===== src/rtl/ntt_pp_pkg.sv =====
// Shared definitions for the ping-pong NTT coefficient memory sequencer.
// Assumes: N is a power of two and at least 16.
package ntt_pp_pkg;
    // Bank identifiers: bank 0 holds even positions after stage 0
    localparam logic BANK_EVEN = 1'b0;
    localparam logic BANK_ODD  = 1'b1;
    // Number of storage sets used for ping-pong operation
    localparam int NUM_SETS    = 2;
    localparam int NUM_BANKS   = 2;
endpackage


===== src/rtl/ntt_pp_sdp_ram.sv =====
// Behavioural simple dual-port RAM: one registered read, one write per cycle.
// Assumes: a read and a write to the same word in one cycle returns old data.
module ntt_pp_sdp_ram #(
    parameter int W     = 16,
    parameter int DEPTH = 8,
    localparam int AW   = $clog2(DEPTH)
) (
    input  logic          clk,
    input  logic          we,
    input  logic [AW-1:0] waddr,
    input  logic [W-1:0]  wdata,
    input  logic [AW-1:0] raddr,
    output logic [W-1:0]  rdata
);
    logic [W-1:0] mem [DEPTH];

    // Write port and registered read port
    always_ff @(posedge clk) begin
        if (we) mem[waddr] <= wdata;
        rdata <= mem[raddr];
    end
endmodule


===== src/rtl/ntt_pp_seq.sv =====
// Stage sequencer: walks log2(N) stages of N/2 issue cycles each, with no gap.
// It produces the read address, the source set and the write-back tag.
// Assumes: launch is only asserted while the whole block is idle.
module ntt_pp_seq #(
    parameter int N      = 16,
    localparam int HALF   = N / 2,
    localparam int AW     = $clog2(HALF),
    localparam int STAGES = $clog2(N),
    localparam int STW    = $clog2(STAGES)
) (
    input  logic           clk,
    input  logic           rst_n,
    input  logic           launch,
    output logic           issue_vld,
    output logic [AW-1:0]  rd_addr,
    output logic           rd_set,
    output logic [STW-1:0] stage_idx,
    output logic [AW-1:0]  tag_t,
    output logic           tag_dst,
    output logic           tag_last
);
    localparam logic [AW-1:0]  T_LAST = AW'(HALF - 1);
    localparam logic [STW-1:0] S_LAST = STW'(STAGES - 1);

    logic [AW-1:0]  t_q;
    logic [STW-1:0] stage_q;
    logic           set_q;
    logic           run_q;

    // Issue counter, stage counter and ping-pong set toggle
    always_ff @(posedge clk) begin
        if (!rst_n) begin
            run_q   <= 1'b0;
            t_q     <= '0;
            stage_q <= '0;
            set_q   <= 1'b0;
        end else if (launch) begin
            run_q   <= 1'b1;
            t_q     <= '0;
            stage_q <= '0;
            set_q   <= 1'b0;
        end else if (run_q) begin
            if (t_q == T_LAST) begin
                t_q <= '0;
                if (stage_q == S_LAST) begin
                    run_q <= 1'b0;
                end else begin
                    stage_q <= stage_q + 1'b1;
                    set_q   <= ~set_q;
                end
            end else begin
                t_q <= t_q + 1'b1;
            end
        end
    end

    // Stage 0 walks the banks downwards, later stages walk upwards
    always_comb begin
        rd_addr   = (stage_q == '0) ? (T_LAST - t_q) : t_q;
        issue_vld = run_q;
        rd_set    = set_q;
        stage_idx = stage_q;
        tag_t     = t_q;
        tag_dst   = ~set_q;
        tag_last  = run_q && (stage_q == S_LAST) && (t_q == T_LAST);
    end
endmodule


===== src/rtl/ntt_pp_bfly_model.sv =====
// Fixed-latency stand-in for the butterfly: both lanes and a sideband tag
// pass through LAT register stages unchanged. LAT = 0 gives a wire.
module ntt_pp_bfly_model #(
    parameter int W    = 16,
    parameter int TAGW = 6,
    parameter int LAT  = 1,
    localparam int PW  = TAGW + 2 * W
) (
    input  logic            clk,
    input  logic            rst_n,
    input  logic [W-1:0]    in_lane0,
    input  logic [W-1:0]    in_lane1,
    input  logic [TAGW-1:0] in_tag,
    output logic [W-1:0]    out_lane0,
    output logic [W-1:0]    out_lane1,
    output logic [TAGW-1:0] out_tag
);
    generate
        if (LAT == 0) begin : g_wire
            assign out_lane0 = in_lane0;
            assign out_lane1 = in_lane1;
            assign out_tag   = in_tag;
        end else begin : g_pipe
            logic [PW-1:0] pipe [LAT];
            // Shift the packed lanes and tag down the latency chain
            always_ff @(posedge clk) begin
                if (!rst_n) begin
                    for (int i = 0; i < LAT; i++) pipe[i] <= '0;
                end else begin
                    pipe[0] <= {in_tag, in_lane1, in_lane0};
                    for (int i = 1; i < LAT; i++) pipe[i] <= pipe[i-1];
                end
            end
            assign {out_tag, out_lane1, out_lane0} = pipe[LAT-1];
        end
    endgenerate
endmodule


===== src/rtl/ntt_pp_lane_sel.sv =====
// Lane selector: both results of issue cycle t go to positions of parity t,
// which would be two writes into one bank. Holding one result back one cycle
// gives each bank exactly one write per cycle. Its outputs are registered.
// Assumes: valid results arrive in even/odd pairs with no gap inside a stage.
module ntt_pp_lane_sel #(
    parameter int W       = 16,
    parameter int AW      = 3,
    parameter int QUARTER = 4
) (
    input  logic          clk,
    input  logic          rst_n,
    input  logic          vld,
    input  logic          last,
    input  logic          dst,
    input  logic [AW-1:0] t,
    input  logic [W-1:0]  d0,
    input  logic [W-1:0]  d1,
    output logic          wa_en,
    output logic          wa_set,
    output logic [AW-1:0] wa_addr,
    output logic [W-1:0]  wa_data,
    output logic          wb_en,
    output logic          wb_set,
    output logic [AW-1:0] wb_addr,
    output logic [W-1:0]  wb_data,
    output logic          wr_done
);
    logic [AW-1:0] lo_addr, hi_addr;
    logic          odd_in, even_in;
    logic [W-1:0]  he_data, ho_data;
    logic [AW-1:0] he_addr, ho_addr;
    logic          he_set, ho_set, ho_pend, ho_last;

    // Position decode: t maps to word t/2, t+N/2 maps to word t/2+N/4
    always_comb begin
        lo_addr = t >> 1;
        hi_addr = lo_addr + AW'(QUARTER);
        odd_in  = vld && t[0];
        even_in = vld && !t[0];
    end

    // Route direct and held results to the two bank write ports
    always_ff @(posedge clk) begin
        if (!rst_n) begin
            wa_en   <= 1'b0;  wa_set  <= 1'b0;  wa_addr <= '0;  wa_data <= '0;
            wb_en   <= 1'b0;  wb_set  <= 1'b0;  wb_addr <= '0;  wb_data <= '0;
            wr_done <= 1'b0;
            he_data <= '0;    he_addr <= '0;    he_set  <= 1'b0;
            ho_data <= '0;    ho_addr <= '0;    ho_set  <= 1'b0;
            ho_pend <= 1'b0;  ho_last <= 1'b0;
        end else begin
            wa_en   <= vld;
            wa_set  <= odd_in ? he_set  : dst;
            wa_addr <= odd_in ? he_addr : lo_addr;
            wa_data <= odd_in ? he_data : d0;
            wb_en   <= odd_in || ho_pend;
            wb_set  <= odd_in ? dst     : ho_set;
            wb_addr <= odd_in ? lo_addr : ho_addr;
            wb_data <= odd_in ? d0      : ho_data;
            wr_done <= ho_pend && ho_last && !odd_in;
            if (even_in) begin
                he_data <= d1;
                he_addr <= hi_addr;
                he_set  <= dst;
            end
            if (odd_in) begin
                ho_data <= d1;
                ho_addr <= hi_addr;
                ho_set  <= dst;
                ho_pend <= 1'b1;
                ho_last <= last;
            end else begin
                ho_pend <= 1'b0;
            end
        end
    end
endmodule


===== src/rtl/ntt_pp_mem_ctrl.sv =====
// Top level: sequencer, four banks (two sets of two), butterfly model and
// lane selector. Each stage reads one set and writes the other. The host
// port loads and reads the banks while the block is idle.
// Assumes: BF_LAT < N/4 - 2, so write-back lands before the next stage reads.
module ntt_pp_mem_ctrl #(
    parameter int N      = 16,
    parameter int W      = 16,
    parameter int BF_LAT = 1,
    localparam int HALF    = N / 2,
    localparam int QUARTER = N / 4,
    localparam int AW      = $clog2(HALF),
    localparam int STAGES  = $clog2(N),
    localparam int STW     = $clog2(STAGES),
    localparam int TAGW    = AW + 3
) (
    input  logic           clk,
    input  logic           rst_n,
    input  logic           start,
    output logic           busy,
    output logic           done,
    output logic           rd_set,
    output logic [STW-1:0] stage_idx,
    input  logic           host_wr_en,
    input  logic           host_wr_set,
    input  logic           host_wr_bank,
    input  logic [AW-1:0]  host_wr_addr,
    input  logic [W-1:0]   host_wr_data,
    input  logic           host_rd_set,
    input  logic           host_rd_bank,
    input  logic [AW-1:0]  host_rd_addr,
    output logic [W-1:0]   host_rd_data
);
    import ntt_pp_pkg::*;

    logic          launch;
    logic          issue_vld;
    logic [AW-1:0] seq_rd_addr;
    logic [AW-1:0] tag_t;
    logic          tag_dst, tag_last;

    logic            tq_vld, tq_last, tq_dst, src_set_q;
    logic [AW-1:0]   tq_t;
    logic            hrd_set_q, hrd_bank_q;
    logic [W-1:0]    lane0, lane1, bo0, bo1;
    logic [TAGW-1:0] bo_tag;

    logic          wa_en, wa_set, wb_en, wb_set, sel_done;
    logic [AW-1:0] wa_addr, wb_addr;
    logic [W-1:0]  wa_data, wb_data;

    logic          ram_we    [NUM_SETS][NUM_BANKS];
    logic [AW-1:0] ram_waddr [NUM_SETS][NUM_BANKS];
    logic [W-1:0]  ram_wdata [NUM_SETS][NUM_BANKS];
    logic [AW-1:0] ram_raddr;
    logic [W-1:0]  ram_rdata [NUM_SETS][NUM_BANKS];

    assign launch = start && !busy;

    ntt_pp_seq #(.N(N)) u_seq (
        .clk(clk), .rst_n(rst_n), .launch(launch),
        .issue_vld(issue_vld), .rd_addr(seq_rd_addr), .rd_set(rd_set),
        .stage_idx(stage_idx), .tag_t(tag_t), .tag_dst(tag_dst),
        .tag_last(tag_last)
    );

    // Run state: raised by launch, dropped when the final write commits
    always_ff @(posedge clk) begin
        if (!rst_n) begin
            busy <= 1'b0;
            done <= 1'b0;
        end else begin
            done <= sel_done;
            if (launch)        busy <= 1'b1;
            else if (sel_done) busy <= 1'b0;
        end
    end

    // Align the issue tag and the read selects with the registered RAM output
    always_ff @(posedge clk) begin
        if (!rst_n) begin
            tq_vld <= 1'b0; tq_last <= 1'b0; tq_dst <= 1'b0; tq_t <= '0;
            src_set_q <= 1'b0; hrd_set_q <= 1'b0; hrd_bank_q <= 1'b0;
        end else begin
            tq_vld     <= issue_vld;
            tq_last    <= tag_last;
            tq_dst     <= tag_dst;
            tq_t       <= tag_t;
            src_set_q  <= rd_set;
            hrd_set_q  <= host_rd_set;
            hrd_bank_q <= host_rd_bank;
        end
    end

    assign ram_raddr = busy ? seq_rd_addr : host_rd_addr;

    genvar gs, gb;
    generate
        for (gs = 0; gs < NUM_SETS; gs++) begin : g_set
            for (gb = 0; gb < NUM_BANKS; gb++) begin : g_bank
                logic host_hit, port_en, port_set;
                assign host_hit = !busy && host_wr_en &&
                                  (host_wr_set == gs[0]) && (host_wr_bank == gb[0]);
                if (gb == 0) begin : g_even
                    assign port_en  = wa_en;
                    assign port_set = wa_set;
                    assign ram_waddr[gs][gb] = busy ? wa_addr : host_wr_addr;
                    assign ram_wdata[gs][gb] = busy ? wa_data : host_wr_data;
                end else begin : g_odd
                    assign port_en  = wb_en;
                    assign port_set = wb_set;
                    assign ram_waddr[gs][gb] = busy ? wb_addr : host_wr_addr;
                    assign ram_wdata[gs][gb] = busy ? wb_data : host_wr_data;
                end
                assign ram_we[gs][gb] = busy ? (port_en && (port_set == gs[0])) : host_hit;

                ntt_pp_sdp_ram #(.W(W), .DEPTH(HALF)) u_ram (
                    .clk(clk), .we(ram_we[gs][gb]), .waddr(ram_waddr[gs][gb]),
                    .wdata(ram_wdata[gs][gb]), .raddr(ram_raddr),
                    .rdata(ram_rdata[gs][gb])
                );
            end
        end
    endgenerate

    // Operand and host read-data selection by the registered set/bank
    always_comb begin
        lane0        = src_set_q ? ram_rdata[1][BANK_EVEN] : ram_rdata[0][BANK_EVEN];
        lane1        = src_set_q ? ram_rdata[1][BANK_ODD]  : ram_rdata[0][BANK_ODD];
        host_rd_data = ram_rdata[hrd_set_q][hrd_bank_q];
    end

    ntt_pp_bfly_model #(.W(W), .TAGW(TAGW), .LAT(BF_LAT)) u_bfly (
        .clk(clk), .rst_n(rst_n),
        .in_lane0(lane0), .in_lane1(lane1),
        .in_tag({tq_vld, tq_last, tq_dst, tq_t}),
        .out_lane0(bo0), .out_lane1(bo1), .out_tag(bo_tag)
    );

    ntt_pp_lane_sel #(.W(W), .AW(AW), .QUARTER(QUARTER)) u_sel (
        .clk(clk), .rst_n(rst_n),
        .vld(bo_tag[TAGW-1]), .last(bo_tag[TAGW-2]), .dst(bo_tag[TAGW-3]),
        .t(bo_tag[AW-1:0]), .d0(bo0), .d1(bo1),
        .wa_en(wa_en), .wa_set(wa_set), .wa_addr(wa_addr), .wa_data(wa_data),
        .wb_en(wb_en), .wb_set(wb_set), .wb_addr(wb_addr), .wb_data(wb_data),
        .wr_done(sel_done)
    );
endmodule


===== config.mk =====
export PLATFORM = sky130hd
export DESIGN_NAME = ntt_pp_mem_ctrl
export DESIGN_NICKNAME = d
export VERILOG_FILES = /design/src/rtl/ntt_pp_pkg.sv /design/src/rtl/ntt_pp_sdp_ram.sv /design/src/rtl/ntt_pp_seq.sv /design/src/rtl/ntt_pp_bfly_model.sv /design/src/rtl/ntt_pp_lane_sel.sv /design/src/rtl/ntt_pp_mem_ctrl.sv
export SDC_FILE = /design/constraint.sdc
export NUM_CORES = 1
export LEC_CHECK = 0
export CORE_ASPECT_RATIO = 0.5
export CORE_MARGIN = 2
export CORE_UTILIZATION = 50
export CTS_CLUSTER_SIZE = 24
export DETAILED_ROUTE_END_ITERATION = 16
export MAX_ROUTING_LAYER = met4
export PLACE_DENSITY = 0.66
export SLEW_MARGIN = 15
export SYNTH_ARGS = -nofsm -noshare
export SYNTH_HDL_FRONTEND = slang
export SYNTH_SLANG_ARGS = --single-unit

===== constraint.sdc =====
create_clock -name clk -period 7.01 [get_ports clk]
set_input_delay 1.7525 -clock clk [delete_from_list [all_inputs] [get_ports clk]]
set_output_delay 1.7525 -clock clk [all_outputs]
set_load 0.03 [all_outputs]

==> key figures, run 1 <==
Outcome
  – Status: complete, no violations

Synthesis
  – Mapped Cells: 1,693
  – Distinct cells, synth: 42
  – Flops & latches, synth: 716
  – Warnings from Yosys: 0
  – Syn_nets: 1,727
  – Async SR Flop Fraction: 0%
  – Post-synth EDFFs: 512
  – Synth area leader: edfxtp_1
  – Mapped Area: 0.0269 mm^2
  – Top FF cell, synth: edfxtp_1
  – Syn avg cell area: 15.9 um^2
  – Register area share after synthesis: 72.2%
  – Largest cells by area after synthesis: edfxtp_1, dfxtp_1, mux2i_1
  – Yosys top cell area share: 57.1%

STA
  – Final Hold Viols: 0
  – Max_slew headroom: 26.5%
  – Clock Skew: 24.0 ps
  – Unrepaired setup endpoints after global routing: no
  – Max Slew Vio Count: 0
  – Setup TNS: 0 ps
  – Final setup viols: 0
  – Achievable frequency: 223 MHz
  – Worst-Margin Slew: 1100 ps
  – Fin crit share: 63.9%
  – Worst Slack Setup Final: 2530 ps
  – Tmin final: 4480 ps

Clock tree
  – CTS resizes: 0
  – Clk sinks: 716
  – H-tree Lvls: 2
  – Hold-fix buffers, CTS: 0
  – Postcts setup bufs: 0
  – Worst skew pair latency: 620 ps
  – CTS Buffer Depth: 3
  – TritonCTS Buffers: 61
  – CTS tree: done
  – Clock transition at path regs: 60 ps
  – Root Driver: clkbuf_16

Critical path
  – Crit path kind: flop to primary output
  – Critical path launch point type: flop
  – Crit path DAT: 2730 ps
  – R2R setup slack: 3740 ps
  – FF-to-FF End: g_set[0].g_bank[0].u_ram.mem[6][5]$_DFFE_PP_
  – Largest fanout on the critical path: 16
  – Crit end category: primary output
  – Reg2Reg Depth: 4
  – Reg-to-reg critical path startpoint: busy$_SDFFE_PN0P_
  – Critical Path RT: 5260 ps

Placement
  – RePlAce Congestion: 0.804
  – Dpl hpwl: 35,400 um
  – Port Buf Inserts: 50
  – Worst slack, placed: 2240 ps

Floorplan
  – Initial Util: 50.4%
  – Num rows: 60
  – IO Pins: 51
  – Full die area: 0.0559 mm^2
  – Area of the core: 0.0535 mm^2
  – Die Width: 332 um
  – Vert. Die Dim: 168 um

Routing
  – DRT Pass-1 Iters: 5
  – Wire per inst: 23.8 um
  – DR vias: 14,200
  – DRC viols: 0
  – Detail Route Antenna Nets: 0
  – Total wire length: 59,700 um
  – Vias per cell: 5.65
  – DR iter-0 viols: 1,381

Global routing
  – GRT Total Usage: 21.9%
  – Vias in the first global route: 13,400
  – First-pass GRT wire length: 87,600 um
  – Remaining global-route overflow: 0
  – Largest net degree at the start of global routing: 81
  – Initial antenna violation count: 0

Pwr
  – Worst VDD drop: 213 uV
  – PD cells: 294 mW/mm^2
  – Total Power: 8880 uW
  – Combinational share of power: 7.5%
  – P_sw: 1980 uW
  – Net Sw Frac: 22.3%
  – Int Power: 6900 uW
  – Sequential share of power: 53.6%
  – Leakage: 0.0108 uW
  – Clock power frac: 38.9%

Layout
  – Syn-to-layout area delta: 12.2%
  – Share of cells above drive strength 1: 14.3%
  – Final nets: 1,774
  – Fillers: 4,119
  – # diodes: 0
  – Post-layout util: 56.5%

Worst hold path
  – Hold EP: u_bfly.g_pipe.pipe[0][32]$_SDFF_PN0_
  – Hold Startpoint: tq_t[0]$_SDFF_PN0_
  – Hold Path Depth: 1
  – Min-delay worst type: flop to flop

Flow run
  – MaxCap Viol Count: 0
## power by group through the flow
stage | combinational [uW] | clock [uW] | sequential (uW)
finish | 667 | 3450 | 4750
global route | 711 | 3680 | 4760
CTS | 670 | 3510 | 4750
detailed placement | 667 | 0 | 4840
global placement | 661 | 0 | 4840
floorplan | 467 | 0 | 4780
## synthesized netlist by cell type (all sizes together), types with 2 or more instances
cell type and number:
nand2 248, a32o 64, mux2i 229, edfxtp 512, clkbuf 49, xor2 2
o22a 2, a21oi 8, ha 4, and3 3, nor2b 39, and2 19
nand3 3, xnor2 3, a221oi 64, nand3b 2, a21boi 20, a32oi 4
a21o 3, dfxtp 204, nand2b 20, buf 58, nor3 2, mux4 16
inv 5, nor2 47, a22o 55, o31ai 2
## registers in the layout, summed over array words and instances (netlist names), 2 cells and up
signal / flops
u_seq.tag_t: 3
u_sel.wb_data: 16
u_sel.wa_data: 16
u_sel.ho_data: 16
g_set.g_bank.u_ram.mem: 512
tq_t: 3
u_seq.stage_idx: 2
u_bfly.g_pipe.pipe: 38
g_set.g_bank.u_ram.rdata: 64
u_sel.wb_addr: 3
u_sel.ho_addr: 3
u_sel.wa_addr: 3
u_sel.he_addr: 3
u_sel.he_data: 16
## stage by stage
stage          hold WS, ps  cell area (um^2)  instances
3_5_place_dp           423             28200       2390
3_3_place_gp           417             28200       2390
6_report               434             30200       2505
5_1_grt                453             30200       2505
4_1_cts                437             30200       2505
2_1_floorplan          412             26900       1693
## cells by family after synthesis
group / Yosys count / share of synthesized area [%]
mux: 245 / 9.85
buf+inv: 112 / 2.41
compound gates: 226 / 8.93
flops: 716 / 72.2
xor+xnor: 5 / 0.190
fa+ha+maj: 4 / 0.186
simple gates: 385 / 6.20
## how the worst max path moves through the flow
stage / to / cells past startpoint / start
2_1_floorplan: g_set[0].g_bank[0].u_ram.mem[4][0]$_DFFE_PP_ / 3 / host_wr_bank
3_3_place_gp: g_set[0].g_bank[0].u_ram.mem[4][2]$_DFFE_PP_ / 5 / host_wr_en
3_5_place_dp: g_set[0].g_bank[0].u_ram.mem[5][3]$_DFFE_PP_ / 5 / host_wr_en
4_1_cts: host_rd_data[14] / 2 / hrd_bank_q$_SDFF_PN0_
5_1_grt: host_rd_data[13] / 2 / hrd_bank_q$_SDFF_PN0_
6_report: host_rd_data[14] / 2 / hrd_bank_q$_SDFF_PN0_
## critical path, stage by stage, from the launching register on
cell,delay (ps)
dfxtp_1,950
mux4_2,460
clkdlybuf4s50_1,710
## cells in the final DEF (no fill, tap or decap), types with 19 or more instances in the layout
cell,n
edfxtp_1,512
clkdlybuf4s50_1,49
a221oi_2,64
nand2b_1,20
nor2_2,32
a22o_1,55
a21boi_0,19
a32o_1,64
nor2b_1,39
clkbuf_16,63
nand2_1,248
buf_4,38
dfxtp_1,202
mux2i_1,229
## metal layers
metal / vias to the layer above / wire length, um / share of wire (%) / track usage (%)
li1: 6516 / - / - / -
met1: 7096 / 27200 / 46 / 31.5
met2: 462 / 27100 / 45 / 32.6
met3: 79 / 4230 / 7.1 / 3.96
met4: 0 / 1220 / 2.0 / 5.30
met5: - / 0 / 0 / -
## final cells by class
| cell class | instances | area (um^2) | share of cell area (%) |
|---|---|---|---|
| Sequential cell | 716 | 19500 | 64.4 |
| Tap cell | 713 | 892 | 2.95 |
| Inverter | 5 | 18.8 | 0.0621 |
| Timing Repair Buffer | 91 | 841 | 2.78 |
| Multi-Input combinational cell | 865 | 6940 | 23.0 |
| Clock buffer | 88 | 1750 | 5.79 |
| Clock inverter | 27 | 309 | 1.02 |
(Power assumes the default switching activity.)
==> run 2: changes to the inputs <==
--- a/config.mk
+++ b/config.mk
@@ -11,7 +11,7 @@
 export CTS_CLUSTER_SIZE = 24
 export DETAILED_ROUTE_END_ITERATION = 16
 export MAX_ROUTING_LAYER = met4
-export PLACE_DENSITY = 0.66
+export PLACE_DENSITY = 0.69
 export SLEW_MARGIN = 15
 export SYNTH_ARGS = -nofsm -noshare
 export SYNTH_HDL_FRONTEND = slang
==> constraint.sdc (replaced) <==
create_clock -name clk -period 4.1 [get_ports clk]
set_input_delay 1.025 -clock clk [delete_from_list [all_inputs] [get_ports clk]]
set_output_delay 1.025 -clock clk [all_outputs]
set_load 0.03 [all_outputs]
==> key figures, run 2 (synthesis gave the netlist of run 1 again) <==
STA
  – Setup TNS: 0 ps (unchanged)
  – Final hold slack: 431 ps (was 434 ps)
  – Final setup viols: 0 (unchanged)
  – Worst-Margin Slew: 1140 ps (was 1100 ps)
  – Max_slew headroom: 24.0% (was 26.5%)
  – Achievable frequency: 276 MHz
  – Clock Skew: 22.8 ps (was 24.0 ps)
  – Fin crit share: 88.3%
  – Max Slew Vio Count: 0 (unchanged)
  – Final Hold Viols: 0 (unchanged)
  – Tmin final: 3620 ps
  – Unrepaired setup endpoints after global routing: no (unchanged)

Clock tree
  – Clk sinks: 716 (unchanged)
  – CTS resizes: 0 (unchanged)
  – Hold-fix buffers, CTS: 0 (unchanged)
  – H-tree Lvls: 2 (unchanged)
  – Clock transition at path regs: 70 ps (was 60 ps)
  – CTS Buffer Depth: 3 (unchanged)
  – CTS tree: done (unchanged)
  – Postcts setup bufs: 0 (unchanged)
  – Worst skew pair latency: 610 ps (was 620 ps)
  – TritonCTS Buffers: 61 (unchanged)
  – Root Driver: clkbuf_16 (unchanged)

Pwr
  – Int Power: 11,700 uW (was 6900 uW)
  – Net Sw Frac: 22.7% (was 22.3%)
  – P_sw: 3430 uW (was 1980 uW)
  – Combinational share of power: 7.7% (was 7.5%)
  – PD cells: 495 mW/mm^2 (was 294 mW/mm^2)
  – Clock power frac: 38.5% (was 38.9%)
  – Sequential share of power: 53.8% (was 53.6%)
  – Worst VDD drop: 376 uV (was 213 uV)
  – Total Power: 15,100 uW (was 8880 uW)
  – Leakage: 0.0110 uW (was 0.0108 uW)

Floorplan
  – Area of the core: 0.0535 mm^2 (unchanged)
  – Die Width: 332 um (unchanged)
  – Full die area: 0.0559 mm^2 (unchanged)
  – Initial Util: 50.4% (unchanged)
  – IO Pins: 51 (unchanged)
  – Num rows: 60 (unchanged)
  – Vert. Die Dim: 168 um (unchanged)

Global routing
  – Initial antenna violation count: 0 (unchanged)
  – Vias in the first global route: 13,800 (was 13,400)
  – Largest net degree at the start of global routing: 79 (was 81)
  – Remaining global-route overflow: 0 (unchanged)
  – GRT Total Usage: 22.1% (was 21.9%)
  – First-pass GRT wire length: 89,200 um (was 87,600 um)
  – Met2 usage: 33.3% (was 32.6%)
  – M3 GR Usage: 4.27% (was 3.96%)
  – Most Crowded Layer GR: met2 (unchanged)
  – M1 GR Usage: 31.5% (about the same)

Critical path
  – Reg-to-reg critical path startpoint: u_seq.stage_idx[0]$_SDFFE_PP0P_ (was busy$_SDFFE_PN0P_)
  – Largest fanout on the critical path: 13 (was 16)
  – Crit end category: primary output (unchanged)
  – CP Launch Point: hrd_bank_q$_SDFF_PN0_ (unchanged)
  – Crit path kind: flop to primary output (unchanged)
  – Crit path DAT: 2600 ps (was 2730 ps)
  – Critical Path RT: 3070 ps (was 5260 ps)
  – Critical path launch point type: flop (unchanged)

Placement
  – Dpl hpwl: 36,700 um (was 35,400 um)
  – RePlAce Congestion: 0.855 (was 0.804)
  – Placed Area: 0.0285 mm^2 (was 0.0282 mm^2)
  – Port Buf Inserts: 50 (unchanged)

Layout
  – Commonest non-fill, non-tap cell in the layout: edfxtp_1 (unchanged)
  – Share of cells above drive strength 1: 15.7% (was 14.3%)
  – Most frequent cells in the layout: edfxtp_1, nand2_1, mux2i_1, dfxtp_1 (unchanged)
  – Fin area: 0.0306 mm^2 (was 0.0302 mm^2)
  – Biggest registers after layout: g_set.g_bank.u_ram.mem: 512 flops, g_set.g_bank.u_ram.rdata: 64 flops, u_bfly.g_pipe.pipe: 38 flops (unchanged)
  – Register with the most flip-flops: g_set.g_bank.u_ram.mem (unchanged)
  – Max FFs per register: 512 (unchanged)
  – Syn-to-layout area delta: 13.4% (was 12.2%)
  – Final nets: 1,801 (was 1,774)

Routing
  – Wire per inst: 23.7 um (was 23.8 um)
  – DRT Pass-1 Iters: 5 (unchanged)
  – Detail Route Antenna Nets: 0 (unchanged)
  – DRC viols: 0 (unchanged)
  – DR iter-0 viols: 1,219 (was 1,381)
  – Vias per cell: 5.69 (was 5.65)
  – Total wire length: 60,100 um (was 59,700 um)
  – DR vias: 14,400 (was 14,200)

Worst hold path
  – Hold Startpoint: tq_t[0]$_SDFF_PN0_ (unchanged)
  – Min-delay worst type: flop to flop (unchanged)

Outcome
  – Status: complete, no violations (unchanged)

Flow run
  – MaxCap Viol Count: 0 (unchanged)
run 2: changes by cell type in the layout (fill, tap and decap cells not counted):
cell,before,now
clkbuf_8,8,5
clkinv_2,9,15
buf_12,3,18
inv_4,0,1
bufinv_16,7,5
diode_2,0,1
clkbuf_1,17,15
buf_4,38,50
clkbuf_16,63,64
run 2: worst max-delay path, stage by stage (launching register included):
cell and delay [ps]:
dfxtp_1 800, buf_4 250, mux4_2 310, clkdlybuf4s50_1 610
run 2: worst paths after layout:
kind	slack (ps)	endpoint	cells after the start
max	480	host_rd_data[3]	3
min	430	u_bfly.g_pipe.pipe[0][32]$_SDFF_PN0_	1
max reg2reg	1210	g_set[1].g_bank[0].u_ram.rdata[11]$_DFF_P_	8
min reg2reg	430	u_bfly.g_pipe.pipe[0][32]$_SDFF_PN0_	1
run 2: cell type report:
class	count	area, um^2
Tap cell	713	892
Fill cell	4106	22900
Timing Repair Buffer	118	1230
Clock buffer	84	1730
Antenna cell	1	2.50
Multi-Input combinational cell	865	6940
Inverter	5	18.8
Clock inverter	32	285
Sequential cell	716	19500
run 2: through the flow:
stage | setup WS [ps] | instances | util, %
2_1_floorplan | 1410 | 1693 | -
3_3_place_gp | 702 | 2417 | 53.4
3_5_place_dp | 646 | 2417 | 53.4
4_1_cts | 472 | 2533 | 57.2
5_1_grt | 458 | 2533 | 57.2
6_report | 479 | 2534 | 57.2
run 2: metal layers:
metal / up-vias / wire, um / share of wire (%)
li1: 6584 / - / -
met1: 7346 / 27700 / 46
met2: 430 / 27200 / 45
met3: 71 / 4340 / 7.2
met4: 0 / 973 / 1.6
met5: - / 0 / 0
run 2: power by group through the flow:
| stage | clock network (uW) | logic [uW] | registers, uW |
|---|---|---|---|
| final | 5820 | 1160 | 8130 |
| after global routing | 6150 | 1240 | 8140 |
| after CTS | 5870 | 1170 | 8130 |
| after detailed placement | 0 | 1160 | 8280 |
| after global placement | 0 | 1140 | 8280 |
| after floorplan | 0 | 798 | 8180 |
